File: config.mk
export PLATFORM = sky130hd
export DESIGN_NAME = accsat_alu
export DESIGN_NICKNAME = d
export VERILOG_FILES = /design/src/rtl/accsat_pkg.sv /design/src/rtl/accsat_addsub.sv /design/src/rtl/accsat_prodsel.sv /design/src/rtl/accsat_clamp.sv /design/src/rtl/accsat_alu.sv
export SDC_FILE = /design/constraint.sdc
export NUM_CORES = 1
export LEC_CHECK = 0
export ABC_AREA = 1
export BUFFER_PORTS_ARGS = -buffer_cell sky130_fd_sc_hd__buf_4
export CAP_MARGIN = 5
export CORE_ASPECT_RATIO = 1.5
export CORE_MARGIN = 10
export CORE_UTILIZATION = 30
export DETAILED_ROUTE_END_ITERATION = 8
export GPL_TIMING_DRIVEN = 0
export PLACE_DENSITY = 0.57
export SLEW_MARGIN = 15
export SYNTH_ARGS = -nofsm -noshare
export SYNTH_HDL_FRONTEND = slang
export SYNTH_SLANG_ARGS = --single-unit
File: constraint.sdc
create_clock -name clk -period 3 [get_ports clk]
set_clock_uncertainty 0.05 [all_clocks]
set_input_delay 0.6 -clock clk [delete_from_list [all_inputs] [get_ports clk]]
set_output_delay 0.6 -clock clk [all_outputs]
set_load 0.1 [all_outputs]
File: src/rtl/accsat_pkg.sv
package accsat_pkg;

    localparam int unsigned ACC_W = 16;

    typedef enum logic [1:0] {
        OPC_ADD = 2'd0,
        OPC_SUB = 2'd1,
        OPC_LDP = 2'd2,
        OPC_RSV = 2'd3
    } opc_e;

    typedef struct packed {
        logic n;
        logic ov;
        logic z;
        logic l;
    } flags_t;

endpackage

File: src/rtl/accsat_addsub.sv
module accsat_addsub #(
    parameter int unsigned W = 16
) (
    input  logic [W-1:0] acc_in,
    input  logic [W-1:0] opnd,
    input  logic         is_sub,
    output logic [W-1:0] raw,
    output logic         carry,
    output logic         ovf
);
    localparam int unsigned MSB = W - 1;

    logic [W:0] wide;

    always_comb begin
        if (is_sub) begin
            wide = {1'b0, acc_in} - {1'b0, opnd};
            ovf  = (acc_in[MSB] != opnd[MSB]) && (wide[MSB] != acc_in[MSB]);
        end else begin
            wide = {1'b0, acc_in} + {1'b0, opnd};
            ovf  = (acc_in[MSB] == opnd[MSB]) && (wide[MSB] != acc_in[MSB]);
        end
        raw   = wide[W-1:0];
        carry = wide[W];
    end
endmodule

File: src/rtl/accsat_prodsel.sv
module accsat_prodsel #(
    parameter int unsigned W = 16
) (
    input  logic [W-1:0] product,
    input  logic         macs,
    output logic [W-1:0] loaded
);
    always_comb begin
        if (macs) loaded = product;
        else      loaded = {product[W-2:0], 1'b0};
    end
endmodule

File: src/rtl/accsat_clamp.sv
module accsat_clamp #(
    parameter int unsigned W = 16
) (
    input  logic [W-1:0] raw,
    input  logic         ovf,
    input  logic         sat_en,
    input  logic         acc_sign,
    output logic [W-1:0] result
);
    localparam logic [W-1:0] POS_MAX = {1'b0, {(W-1){1'b1}}};
    localparam logic [W-1:0] NEG_MIN = {1'b1, {(W-1){1'b0}}};

    // An overflow always moves away from the accumulator's own sign,
    // so that sign picks which extreme to clamp to.
    always_comb begin
        if (sat_en && ovf) result = acc_sign ? NEG_MIN : POS_MAX;
        else               result = raw;
    end
endmodule

File: src/rtl/accsat_alu.sv
module accsat_alu
    import accsat_pkg::*;
#(
    parameter int unsigned W = ACC_W
) (
    input  logic         clk,
    input  logic         rst_n,
    input  logic         in_valid,
    input  logic [1:0]   opcode,
    input  logic [W-1:0] operand,
    input  logic [W-1:0] product,
    input  logic         sat_en,
    input  logic         macs,
    output logic [W-1:0] acc_q,
    output logic         flag_n,
    output logic         flag_ov,
    output logic         flag_z,
    output logic         flag_l
);
    localparam int unsigned MSB = W - 1;
    localparam logic [W-1:0] POS_MAX = {1'b0, {(W-1){1'b1}}};
    localparam logic [W-1:0] NEG_MIN = {1'b1, {(W-1){1'b0}}};

    opc_e         opc;
    logic [W-1:0] raw_val, clamped, loaded, acc_d;
    logic         carry, ovf, take;
    flags_t       flg_q, flg_d;

    assign opc = opc_e'(opcode);

    accsat_addsub #(.W(W)) u_addsub (
        .acc_in (acc_q),
        .opnd   (operand),
        .is_sub (opc == OPC_SUB),
        .raw    (raw_val),
        .carry  (carry),
        .ovf    (ovf)
    );

    accsat_clamp #(.W(W)) u_clamp (
        .raw      (raw_val),
        .ovf      (ovf),
        .sat_en   (sat_en),
        .acc_sign (acc_q[MSB]),
        .result   (clamped)
    );

    accsat_prodsel #(.W(W)) u_prodsel (
        .product (product),
        .macs    (macs),
        .loaded  (loaded)
    );

    always_comb begin
        take  = in_valid;
        acc_d = acc_q;
        flg_d = flg_q;
        unique case (opc)
            OPC_ADD, OPC_SUB: begin
                acc_d = clamped;
                flg_d = '{n: clamped[MSB], ov: ovf, z: (clamped == '0), l: carry};
            end
            OPC_LDP: begin
                acc_d = loaded;
                flg_d = '{n: loaded[MSB], ov: 1'b0, z: (loaded == '0), l: 1'b0};
            end
            OPC_RSV: take = 1'b0;
        endcase
    end

    always_ff @(posedge clk) begin
        if (!rst_n) begin
            acc_q <= '0;
            flg_q <= '{n: 1'b0, ov: 1'b0, z: 1'b1, l: 1'b0};
        end else if (take) begin
            acc_q <= acc_d;
            flg_q <= flg_d;
        end
    end

    assign flag_n  = flg_q.n;
    assign flag_ov = flg_q.ov;
    assign flag_z  = flg_q.z;
    assign flag_l  = flg_q.l;

    // zero and negative flags agree with the stored accumulator
    assert_zero_tracks_acc_R6: assert property (@(posedge clk) disable iff (!rst_n)
        (flag_z == (acc_q == '0)) && (flag_n == acc_q[MSB]));

    // idle or reserved requests leave the state untouched
    assert_idle_holds_R8: assert property (@(posedge clk) disable iff (!rst_n)
        (!in_valid || opcode == 2'b11) |=> ($stable(acc_q) && $stable(flg_q)));

    // a saturated overflow lands on one of the two extremes
    assert_clamp_extreme_R5: assert property (@(posedge clk) disable iff (!rst_n)
        (in_valid && sat_en && !opcode[1]) |=>
            (!flag_ov || acc_q == POS_MAX || acc_q == NEG_MIN));

    // product loads clear overflow and carry
    assert_load_clears_R7: assert property (@(posedge clk) disable iff (!rst_n)
        (in_valid && opcode == 2'b10) |=> (!flag_ov && !flag_l));

    // adding zero never overflows
    assert_add_zero_no_ov_R4: assert property (@(posedge clk) disable iff (!rst_n)
        (in_valid && opcode == 2'b00 && operand == '0) |=> !flag_ov);

endmodule

==> flow_summary.yaml, run 1 <==
synth:
  syn_inst: 526
  netlist-cell-type-count: 37
  syn_area_mm2: 0.00312
  ys_warn_count: 0
  synth_top_area_share_pct: 18.4
  synth_ff_type: "dfxtp_1"
  yosysSeqAreaShare_pct: 12.2
  ys_ff_latch: 19
  synth_top_area_cell: "nand2_1"
  async_flop_share_pct: 0
  synth_edf_count: 0
  netlist_top_cells_area: "nand2_1 18%, ha_1 13%, dfxtp_1 12%, inv_1 8.9%, a21oi_1 8.0%"
  synth_area_per_cell_um2: 5.94
  synth_nets: 599
  synthTopCellsByCount: "153 x nand2_1, 74 x inv_1, 50 x a21oi_1"
  synth.most_common_cell: "nand2_1"
floorplanning:
  dieArea_mm2: 0.0150
  coreArea_mm2: 0.0101
  initial_utilization_pct: 30.8
  ios: 59
  rows: 45
  die_w_um: 103
  die_h_um: 145
setup_path:
  cp-end-kind: "flop"
  cp.required_ns: 3.10
  crit_start: "operand[0]"
  start_kind: "input pin"
  crit_type: "input pin to flop"
  r2r_start: "acc_q[0]$_SDFFE_PN0P_"
  r2r_end: "flag_z$_SDFFE_PN1P_"
  crit_end: "flag_z$_SDFFE_PN1P_"
  crit_fanout: 4
  r2r_slack_ns: 0.29
  reg2reg_depth: 20
  cp.arrival_ns: 2.85
detailed_routing:
  drtIter0Drc: 161
  wl_per_cell_um: 14.7
  ant_nets: 0
  dr.pass1.iters: 4
  drc: 0
  drt-total-wl_um: 10300
  vias: 3420
  viasPerCell: 4.86
clocking:
  cts_num_sinks: 19
  hold_buffers: 0
  cts_buffer_depth: 2
  cts_setup_buffers: 0
  cts_buffers: 3
  htree_levels: 1
  clock_latency_ns: 0.26
  cts_tree: "built"
  clk_pin_slew_ns: 0.05
  root_buffer: "clkbuf_16"
placed_design:
  numPortBuffers: 57
  dp_cells: 700
  dp_hpwl_um: 9010
  place_congestion: 0.877
sta:
  finalCritPeriodShare_pct: 91.8
  fin_setup_tns_ns: 0
  rsz0062_at_grt: "false"
  drv_slew: 0
  hold_viol: 0
  tightest_slew_ns: 0.583
  setup_viol: 0
  timing.fmax_ghz: 0.363
  period_minus_slack_ns: 2.75
  max_slew_margin_pct: 61.2
grt:
  grt_pass1_vias: 3685
  grt_pass1_wl_um: 17000
  grt_use_total_pct: 13.9
  grt_max_degree: 12
  overflow: 0
  antenna_found_initial: 0
finish:
  fin_nets: 661
  insertedDiodeCount: 0
  syn_to_final_growth_pct: 21.8
  drive_above_1_share_pct: 20.1
  instances_no_fill: 704
  fillers: 1155
pwr:
  p_per_area_mw_per_mm2: 429
  ir_worst_vdd_mv: 0.230
  p_leak_nw: 2.08
hold_path:
  hp-class: "flop to flop"
run_status:
  outcome: "finished, final reports clean"
flow_run:
  cap_violations: 0
[worst min path at each step]
stage / end / depth (start not counted) / slack, ns / start
after floorplan: acc_q[0]$_SDFFE_PN0P_ / 2 / 0.66 / acc_q[0]$_SDFFE_PN0P_
after global placement: flag_ov$_SDFFE_PN0P_ / 2 / 0.41 / flag_ov$_SDFFE_PN0P_
after detailed placement: flag_l$_SDFFE_PN0P_ / 2 / 0.42 / flag_l$_SDFFE_PN0P_
after CTS: flag_ov$_SDFFE_PN0P_ / 2 / 0.43 / flag_ov$_SDFFE_PN0P_
after global routing: acc_q[8]$_SDFFE_PN0P_ / 2 / 0.46 / acc_q[8]$_SDFFE_PN0P_
final: flag_ov$_SDFFE_PN0P_ / 2 / 0.42 / flag_ov$_SDFFE_PN0P_
[cells by family (layout without fill, tap and decap cells)]
family                   count (synthesis)  after routing  synth area share, %
buffers and inverters                  103            164                 13.8
XOR/XNOR                                12             12                 3.36
multiplexers                            11             11                 3.52
AND/OR/NAND/NOR                        243            243                 34.1
AO/OA/AOI/OAI                          104            104                 18.9
flip-flops                              19             19                 12.2
adder cells (fa/ha/maj)                 34             34                 14.1
[layer usage]
metal,GRT usage (%),wire (µm)
met3,1.42,283
met1,14.6,4100
met5,0,0
met4,6.70,379
met2,26.0,5560
[state kept, by name, indices dropped and copies added (netlist names)]
| signal | flops |
|---|---|
| acc_q | 16 |
| flag_l | 1 |
| flag_ov | 1 |
| flag_z | 1 |
[worst max-delay path, cell delays in order]
cell and delay [ns]:
buf_4 0.12, ha_1 0.24, fa_1 0.38, inv_1 0.08, nand3_1 0.08, nand2_2 0.13
a21boi_2 0.10, or3_1 0.37, nand2_1 0.10, nand2_1 0.05, nand2_1 0.05, nand2_1 0.04
nand2_1 0.09, nand2_1 0.08, inv_1 0.06, nor2_1 0.04, nand3_1 0.08, nand2_1 0.05
nand2_1 0.05, nand2_1 0.05
[placed cells by master (no fill, tap or decap), drive strengths merged, types with 12 or more instances in the layout]
master  count
buf        69
o21ai      29
a21oi      53
ha         32
nor2       33
inv        82
nand2     158
xor2       12
dfxtp      19
nand3      31
[metrics by stage]
stage	hold slack [ns]	power, mW	setup WS, ns	area (µm²)	utilization (%)
3_5_place_dp	0.422	1.35	-0.247	3710	36.6
4_1_cts	0.431	1.64	0.00905	3790	37.4
5_1_grt	0.464	1.77	0.0125	3810	37.6
3_3_place_gp	0.410	1.35	-0.240	3710	36.6
6_report	0.422	1.63	0.245	3810	37.6
2_1_floorplan	0.660	1.09	-0.0109	3130	-
[cell type report]
type | instances | area [µm²] | share of cell area [%]
inverter | 83 | 312 | 8.19
sequential | 19 | 390 | 10.3
multi-input combinational | 404 | 2330 | 61.2
tap | 117 | 146 | 3.85
buffer | 20 | 119 | 3.12
clock buffer | 3 | 75.1 | 1.97
timing repair buffer | 57 | 428 | 11.2
clock inverter | 1 | 5.00 | 0.131
[what timing repair did]
item                                   in CTS  in global routing
endpoints found under the hold margin       0                  0
setup endpoints to repair                   0                  8
resized for setup                           0                  7
[report_power, final]
group | internal (mW) | leakage (nW) | switching (mW)
clock network | 0.179 | 0.0409 | 0.101
registers | 0.282 | 0.159 | 0.0380
logic | 0.326 | 1.88 | 0.706
total | 0.787 | 2.08 | 0.845
(Power assumes the default switching activity.)
==> run 2: changes to the inputs <==
clock period = 2.9 ns   (was 3 ns; I/O delays follow)
==> run 2 against run 1 <==
Compared with the run above:
- non-clock buffer count grew 8
- largest power group unchanged
- utilization grew 1.6 points
- die area did not move
- combinational power grew 11%
- sequential share of layout area is 0.20 points lower
==> flow_summary.yaml, run 2 (synthesized netlist as in run 1, its figures left out) <==
sta:
  drv_slew: 0
  max_slew_margin_pct: 62.4
  tightest_slew_ns: 0.565
  timing.fmax_ghz: 0.368
  period_minus_slack_ns: 2.72
  hold_viol: 0
  fin_setup_tns_ns: 0
  fin_ws_ns: 0.180
  finalCritPeriodShare_pct: 93.8
  setup_viol: 0
finish:
  syn_to_final_growth_pct: 27.0
  fillers: 1119
  largest_reg_flops: 16
  instances_no_fill: 712
  drive_above_1_share_pct: 24.7
  fin_nets: 669
  final_common_cell: "nand2_1"
  top_register: "acc_q"
  final_cell_mix: "150 x nand2_1, 73 x inv_1, 68 x buf_4, 46 x a21oi_1, 27 x ha_1"
  insertedDiodeCount: 0
clocking:
  clk_pin_slew_ns: 0.06
  hold_buffers: 0
  root_buffer: "clkbuf_16"
  htree_levels: 1
  cts_tree: "built"
  cts_num_sinks: 19
  clock_latency_ns: 0.26
  cts_buffers: 3
  cts_buffer_depth: 2
detailed_routing:
  ant_nets: 0
  dr.pass1.iters: 5
  drt-total-wl_um: 10600
  drc: 0
  viasPerCell: 4.94
  wl_per_cell_um: 14.9
  drtIter0Drc: 123
  vias: 3516
placed_design:
  dp_cells: 700
  place_ws_ns: -0.353
  numPortBuffers: 57
  place_congestion: 0.864
  dp_hpwl_um: 9060
run_status:
  outcome: "finished, final reports clean"
hold_path:
  hp-class: "flop to flop"
pwr:
  p_per_area_mw_per_mm2: 444
  p_total_mw: 1.76
  p_leak_nw: 2.14
  ir_worst_vdd_mv: 0.260
floorplanning:
  die_w_um: 103
  dieArea_mm2: 0.0150
  coreArea_mm2: 0.0101
  die_h_um: 145
  ios: 59
  rows: 45
  initial_utilization_pct: 30.8
grt:
  grtUsageMet3_pct: 1.47
  grt_pass1_wl_um: 17200
  antenna_found_initial: 0
  grt_use_total_pct: 14.0
  grt-busiest-layer: "met2"
  grt_use_met1_pct: 14.8
  grt_max_degree: 11
  grt_pass1_vias: 3718
  overflow: 0
  grt_use_met2_pct: 26.1
flow_run:
  cap_violations: 0
setup_path:
  crit_fanout: 5
  cp-end-kind: "flop"
  cp.required_ns: 3.05
  start_kind: "input pin"
  cp.arrival_ns: 2.87
  crit_type: "input pin to flop"
## run 2: where the power goes
group          leakage, nW  switching, mW  internal (mW)  total (mW)
clock               0.0382          0.103          0.187       0.291
combinational         1.94          0.761          0.374        1.14
sequential           0.162         0.0411          0.295       0.336
## run 2: final timing paths
kind / start / end / slack [ns] / depth (start not counted)
worst max-delay path: operand[2] / flag_z$_SDFFE_PN1P_ / 0.18 / 22
worst min-delay path: flag_ov$_SDFFE_PN0P_ / flag_ov$_SDFFE_PN0P_ / 0.42 / 2
worst max register to register: acc_q[0]$_SDFFE_PN0P_ / flag_z$_SDFFE_PN1P_ / 0.23 / 20
worst min register to register: flag_ov$_SDFFE_PN0P_ / flag_ov$_SDFFE_PN0P_ / 0.42 / 2
## run 2: per-layer routing
layer  vias to the layer above  part of all wire (%)
li1                       1834                     -
met1                      1567                    40
met2                        90                    53
met3                        25                   3.2
met4                         0                   3.7
met5                         -                     0
## run 2: cell type report
| class | count | area, µm² | share of cell area (%) |
|---|---|---|---|
| sequential | 19 | 399 | 10.1 |
| timing repair buffer | 65 | 488 | 12.3 |
| tap | 117 | 146 | 3.69 |
| multi-input combinational | 404 | 2420 | 61.0 |
| buffer | 20 | 123 | 3.09 |
| inverter | 83 | 312 | 7.85 |
| clock buffer | 4 | 78.8 | 1.99 |
## run 2: critical path, cell delays in order
cell     delay, ns
buf_4         0.09
inv_1         0.04
ha_2          0.37
inv_2         0.08
a21oi_2       0.15
nand2_1       0.10
nand2_1       0.08
nand2_2       0.10
nand2_2       0.12
nand2_1       0.05
nand2_1       0.07
nand3_2       0.09
nand3_4       0.12
nand3_4       0.09
buf_4         0.17
nand2_1       0.09
nand3_1       0.12
nor2_1        0.11
nand3_1       0.08
nand2_1       0.06
nand2_1       0.05
nand2_1       0.06
## run 2: stage by stage
| stage | util, % | hold slack [ns] | instance area, µm² |
|---|---|---|---|
| after floorplan | - | 0.660 | 3140 |
| after global placement | 36.7 | 0.409 | 3720 |
| after detailed placement | 36.7 | 0.420 | 3720 |
| after CTS | 37.5 | 0.428 | 3800 |
| after global routing | 39.1 | 0.459 | 3970 |
| final | 39.1 | 0.423 | 3970 |
## run 2: what timing repair did
item,CTS,global route
gates cloned,0,1
setup buffers,0,7
pin swaps,0,8
endpoints found under the setup margin,1,11
resized for setup,1,30
